**src/rtl/hill_pkg.sv**
```systemverilog
package hill_pkg;
  typedef enum logic [1:0] {
    ST_IDLE = 2'd0,
    ST_RISE = 2'd1,
    ST_FALL = 2'd2
  } hill_st_e;
endpackage

```
**src/rtl/hill_colcnt.sv**
```systemverilog
module hill_colcnt #(
  parameter int CW = 6
) (
  input  logic          clk,
  input  logic          rst,
  input  logic          pix_valid,
  input  logic          pix_sof,
  output logic [CW-1:0] cur_col,
  output logic [CW-1:0] prev_col
);
  logic [CW-1:0] col_q;

  assign cur_col  = pix_sof ? '0 : col_q + CW'(1);
  assign prev_col = col_q;

  always_ff @(posedge clk) begin
    if (rst) col_q <= '0;
    else if (pix_valid) col_q <= cur_col;
  end
endmodule

```
**src/rtl/hill_tracker.sv**
```systemverilog
module hill_tracker
  import hill_pkg::*;
#(
  parameter int DW = 8,
  parameter int CW = 6
) (
  input  logic          clk,
  input  logic          rst,
  input  logic          pix_valid,
  input  logic          pix_sof,
  input  logic          pix_eor,
  input  logic [DW-1:0] pix_val,
  input  logic [CW-1:0] cur_col,
  input  logic [CW-1:0] prev_col,
  output logic          cand_close,
  output logic [CW-1:0] cand_ps,
  output logic [CW-1:0] cand_pe,
  output logic [DW-1:0] cand_psv,
  output logic [DW-1:0] cand_pk,
  output logic [DW-1:0] cand_pev
);
  hill_st_e      st_q, st_d;
  logic [DW-1:0] prev_q, psv_q, psv_d, pk_q, pk_d, pev_q, pev_d;
  logic [CW-1:0] ps_q, ps_d, pe_q, pe_d;
  logic          rise, fall;

  assign rise = pix_val > prev_q;
  assign fall = pix_val < prev_q;

  always_comb begin
    st_d  = st_q;
    ps_d  = ps_q;
    psv_d = psv_q;
    pk_d  = pk_q;
    pe_d  = pe_q;
    pev_d = pev_q;
    cand_close = 1'b0;
    cand_ps  = ps_q;
    cand_psv = psv_q;
    cand_pk  = pk_q;
    cand_pe  = pe_q;
    cand_pev = pev_q;
    if (pix_valid) begin
      if (pix_sof) begin
        st_d = ST_IDLE;
      end else begin
        unique case (st_q)
          ST_IDLE: if (rise) begin
            st_d  = ST_RISE;
            ps_d  = prev_col;
            psv_d = prev_q;
          end
          ST_RISE: if (fall) begin
            st_d  = ST_FALL;
            pk_d  = prev_q;
            pe_d  = cur_col;
            pev_d = pix_val;
          end
          ST_FALL: if (fall) begin
            pe_d  = cur_col;
            pev_d = pix_val;
          end else if (rise) begin
            cand_close = 1'b1;
            st_d  = ST_RISE;
            ps_d  = prev_col;
            psv_d = prev_q;
          end
          default: st_d = ST_IDLE;
        endcase
        if (pix_eor) begin
          if (st_d == ST_FALL) begin
            cand_close = 1'b1;
            cand_ps  = ps_d;
            cand_psv = psv_d;
            cand_pk  = pk_d;
            cand_pe  = cur_col;
            cand_pev = pix_val;
          end
          st_d = ST_IDLE;
        end
      end
    end
  end

  always_ff @(posedge clk) begin
    if (rst) begin
      st_q   <= ST_IDLE;
      prev_q <= '0;
      ps_q   <= '0;
      psv_q  <= '0;
      pk_q   <= '0;
      pe_q   <= '0;
      pev_q  <= '0;
    end else begin
      st_q  <= st_d;
      ps_q  <= ps_d;
      psv_q <= psv_d;
      pk_q  <= pk_d;
      pe_q  <= pe_d;
      pev_q <= pev_d;
      if (pix_valid) prev_q <= pix_val;
    end
  end
endmodule

```
**src/rtl/hill_judge.sv**
```systemverilog
module hill_judge #(
  parameter int DW = 8,
  parameter int CW = 6
) (
  input  logic          clk,
  input  logic          rst,
  input  logic          cand_close,
  input  logic [CW-1:0] cand_ps,
  input  logic [CW-1:0] cand_pe,
  input  logic [DW-1:0] cand_psv,
  input  logic [DW-1:0] cand_pk,
  input  logic [DW-1:0] cand_pev,
  input  logic [DW-1:0] thr_height,
  input  logic [CW-1:0] thr_width,
  output logic          peak_valid,
  output logic [CW-1:0] peak_col
);
  logic [DW-1:0] left_h, right_h;
  logic [CW-1:0] span;
  logic          accept;

  assign left_h  = cand_pk - cand_psv;
  assign right_h = cand_pk - cand_pev;
  assign span    = cand_pe - cand_ps;
  assign accept  = cand_close && (left_h >= thr_height) &&
                   (right_h >= thr_height) && (span <= thr_width);

  always_ff @(posedge clk) begin
    if (rst) begin
      peak_valid <= 1'b0;
      peak_col   <= '0;
    end else begin
      peak_valid <= accept;
      if (accept) peak_col <= cand_ps + (span >> 1);
    end
  end
endmodule

```
**src/rtl/hill_peak_finder.sv**
```systemverilog
module hill_peak_finder #(
  parameter int DW       = 8,
  parameter int MAX_COLS = 64,
  localparam int CW      = $clog2(MAX_COLS)
) (
  input  logic          clk,
  input  logic          rst,
  input  logic          pix_valid,
  input  logic          pix_sof,
  input  logic          pix_eor,
  input  logic [DW-1:0] pix_val,
  input  logic [DW-1:0] thr_height,
  input  logic [CW-1:0] thr_width,
  output logic          peak_valid,
  output logic [CW-1:0] peak_col
);
  logic [CW-1:0] cur_col, prev_col, cand_ps, cand_pe;
  logic [DW-1:0] cand_psv, cand_pk, cand_pev;
  logic          cand_close;

  hill_colcnt #(.CW(CW)) u_col (
    .clk(clk), .rst(rst), .pix_valid(pix_valid), .pix_sof(pix_sof),
    .cur_col(cur_col), .prev_col(prev_col)
  );

  hill_tracker #(.DW(DW), .CW(CW)) u_trk (
    .clk(clk), .rst(rst), .pix_valid(pix_valid), .pix_sof(pix_sof),
    .pix_eor(pix_eor), .pix_val(pix_val), .cur_col(cur_col),
    .prev_col(prev_col), .cand_close(cand_close), .cand_ps(cand_ps),
    .cand_pe(cand_pe), .cand_psv(cand_psv), .cand_pk(cand_pk),
    .cand_pev(cand_pev)
  );

  hill_judge #(.DW(DW), .CW(CW)) u_jdg (
    .clk(clk), .rst(rst), .cand_close(cand_close), .cand_ps(cand_ps),
    .cand_pe(cand_pe), .cand_psv(cand_psv), .cand_pk(cand_pk),
    .cand_pev(cand_pev), .thr_height(thr_height), .thr_width(thr_width),
    .peak_valid(peak_valid), .peak_col(peak_col)
  );
endmodule

```
**config.mk**
```make
export PLATFORM = sky130hd
export DESIGN_NAME = hill_peak_finder
export DESIGN_NICKNAME = d
export VERILOG_FILES = /design/src/rtl/hill_pkg.sv /design/src/rtl/hill_colcnt.sv /design/src/rtl/hill_tracker.sv /design/src/rtl/hill_judge.sv /design/src/rtl/hill_peak_finder.sv
export SDC_FILE = /design/constraint.sdc
export NUM_CORES = 1
export LEC_CHECK = 0
export BUFFER_PORTS_ARGS = -buffer_cell sky130_fd_sc_hd__buf_4
export CORE_MARGIN = 5
export CORE_UTILIZATION = 55
export DETAILED_ROUTE_END_ITERATION = 8
export PLACE_DENSITY_LB_ADDON = 0.1
export SYNTH_ARGS = -nofsm -noshare
export SYNTH_HDL_FRONTEND = slang
export SYNTH_HIERARCHICAL = 1
export SYNTH_SLANG_ARGS = --single-unit
```
**constraint.sdc**
```tcl
create_clock -name clk -period 6.2 [get_ports clk]
set_input_delay 0.31 -clock clk [delete_from_list [all_inputs] [get_ports clk]]
set_output_delay 0.31 -clock clk [all_outputs]
set_load 0.01 [all_outputs]
```
==> metrics.csv <==
metric,value,unit
status,finished clean,
synth_area_per_cell,8.65,um2
postRouteWirelength,9.52,mm
max_cap_viol_count,0,
core,8130,um2
cts_max_path_buffers,2,
yosys.area.top_type,dfxtp_1,
final_design_area_no_fill,5000,um2
timing.setup.tns,0,ns
synth-edff-count,0,
finalWorstPathRequiredPeriod,5.35,ns
report.power.total,0.937,mW
synth_seq_area_share,0.261,
drive_above_1_share,0.175,
fin_hold_ws,0.243,ns
final-max-slew-violation-count,0,
power.share.clock,0.448,
syn_nets,613,
synth_warnings,6,
sequential_share_of_power,0.418,
distinct_cell_type_count_of_the_synthesized_netlist,64,
port_buffers,33,
power-per-cell-area,188,nW/um2
clock_latency_late_sink,0.33,ns
dieHeight,101,um
synthesis.instances,523,
netlist_area_before_placement,4530,um2
antenna_diode_count,0,
worst_slew_pin_slew,0.620,ns
ctsRootBufferMaster,clkbuf_8,
grt_pass1_vias,3559,
setup_viol_count_final,0,
clock_pin_transition_on_the_worst_setup_and_hold_timing_paths,0.07,ns
remaining_drc_errors,0,
synth-async-reset-ratio,0,
cts_tree,done,
worst_setup_path_end_kind,register,
max_freq,187,MHz
holdBufCountCts,0,
io_pins,34,
finish.cell_count_without_fillers,647,
power.share.switching,0.247,
num_vias,3511,
antenna_violations_before_repair,0,
gr-total-overflow,0,
postSynthRegisterBits,59,
wl_per_cell,14.7,um
die_area,10100,um2
grt_pass1_wl,16.6,mm
critPathKind,reg2reg,
grt.total_usage,0.204,
viasPerCell,5.43,
worstPathRequired,6.39,ns
critical_path.startpoint_type,register,
h-tree-depth,3,
worstHoldPathType,in2reg,
period_share,0.863,
finalClockSkew,0.0109,ns
rsz0062_at_grt,no,
row_count,33,
starting_density_of_the_core,0.556,
internal-power,0.705,mW
arrival,5.54,ns
post_cts_sizing,0,
pin_count_of_the_biggest_net_entering_global_routing,61,
worst_slew_margin_rel,0.586,
power_frac_comb,0.134,
post_dp_cell_area,4760,um2
place_inst,631,
routabilityCongestion,0.856,
switching_power,0.232,mW
detail_route.iter0.violations,101,
area_growth_syn_to_layout,10.4,%
cts.sinks,59,
layout.nets,627,
cts_post_setup_buffers_inserted,0,
die_w,101,um
most_used_flip_flop_cell_after_synthesis,dfxtp_1,
dp_hpwl,7.34,mm
drt-pass1-iter-count,4,
cts_inserted_buffers,9,
vdd_ir_drop_max,0.116,mV
synth.cells.most_frequent,"dfxtp_1 (59), ha_1 (59), nor2_1 (54), inv_1 (49), a21oi_1 (39)",
leakage,2.25,nW
yosys-top-cells-area,"dfxtp_1 (26%), ha_1 (16%), mux2i_1 (7.1%), nor2_1 (4.5%), a21oi_1 (4.3%)",
netlist.area_leader.share,0.261,
worst-path-max-fanout,12,
detail-route-antenna-nets,0,
hold_violations,0,
[layer usage]
metal  part of all wire  global-route usage  wire length (um)
met1               0.49               0.273              4690
met2               0.47               0.334              4460
met3              0.023              0.0332               221
met4              0.015              0.0653               147
met5                  0                   0                 0
[power groups by stage]
stage	Sequential [mW]	Clock (mW)	Combinational (mW)
floorplan	0.397	0	0.0940
global placement	0.400	0	0.122
detailed placement	0.400	0	0.126
CTS	0.391	0.434	0.127
global route	0.392	0.451	0.142
finish	0.392	0.420	0.126
[critical path, cell delays in order (launching register included)]
cell and delay [ns]:
dfxtp_1 0.41, inv_1 0.07, ha_1 0.28, nor2b_2 0.16, o211ai_2 0.17, a21oi_4 0.09
o311ai_2 0.29, nand4_1 0.16, nor2_2 0.51, buf_4 0.24, mux2_2 0.34, inv_1 0.11
ha_1 0.23, nor2b_1 0.13, o21ai_1 0.17, a21oi_1 0.12, o41ai_1 0.31, xnor2_1 0.13
ha_1 0.32, and3_1 0.20, o211ai_1 0.13, o21a_2 0.27, nor4_1 0.30, nor3_1 0.08
[cell families after synthesis]
kind of cell	after synthesis	synth area share
AND/OR/NAND/NOR	144	0.152
AO/OA/AOI/OAI	99	0.153
buffers and inverters	80	0.0752
adder cells (fa/ha/maj)	63	0.181
flip-flops	59	0.261
multiplexers	54	0.131
XOR/XNOR	24	0.0464
[placed cells by master, fill, tap and decap left out, types with 4 or more instances in the layout]
cell type  netlist  routed
nand2_1         37      37
xnor2_1         16      16
fa_1             4       4
a21o_1           9       9
ha_1            59      59
xor2_1           8       8
mux2_2          14      14
nor2b_1          8       8
mux2_4           7       7
mux2i_1         32      32
a21oi_1         39      39
a31oi_1          5       5
o31ai_1          6       6
clkbuf_8         0       9
o21ai_0          6       6
nand3_1          6       6
nand2b_1         5       5
nor3_1           4       4
nor2_1          54      54
inv_1           49      49
nand4_1          7       7
buf_4            1      34
dfxtp_1         59      59
[sequential cells by signal, indices dropped and copies added, names as in the netlist]
signal,count
u_trk/pev_q,8
u_trk/pk_q,8
u_trk/prev_q,8
u_trk/psv_q,8
u_col/prev_col,6
u_jdg/peak_col,6
u_trk/pe_q,6
u_trk/ps_q,6
u_trk/st_q,2
u_jdg/peak_valid,1
[final timing paths]
path                            end  slack [ns]             from  cells past startpoint
setup / recovery  u_jdg/peak_col[2]        0.85  u_trk/prev_q[1]                     23
hold / removal      u_trk/prev_q[0]        0.24       pix_val[0]                      3
setup reg to reg  u_jdg/peak_col[2]        0.85  u_trk/prev_q[1]                     23
hold reg to reg      u_trk/pev_q[4]        0.46   u_trk/pev_q[4]                      2
[layout make-up]
class | instances | area (um2)
Fill cell | 703 | 3140
Multi-Input combinational cell | 384 | 3000
Sequential cell | 59 | 1180
Timing Repair Buffer | 34 | 255
Inverter | 49 | 184
Tap cell | 105 | 131
Clock buffer | 9 | 124
Clock inverter | 7 | 116
[stage by stage]
step	worst slack, ns	util
3_5_place_dp	0.868	0.585
3_3_place_gp	0.992	0.585
6_report	0.851	0.614
2_1_floorplan	1.44	-
5_1_grt	0.437	0.614
4_1_cts	0.871	0.614
Note: power is estimated with default switching activity, not from simulation.
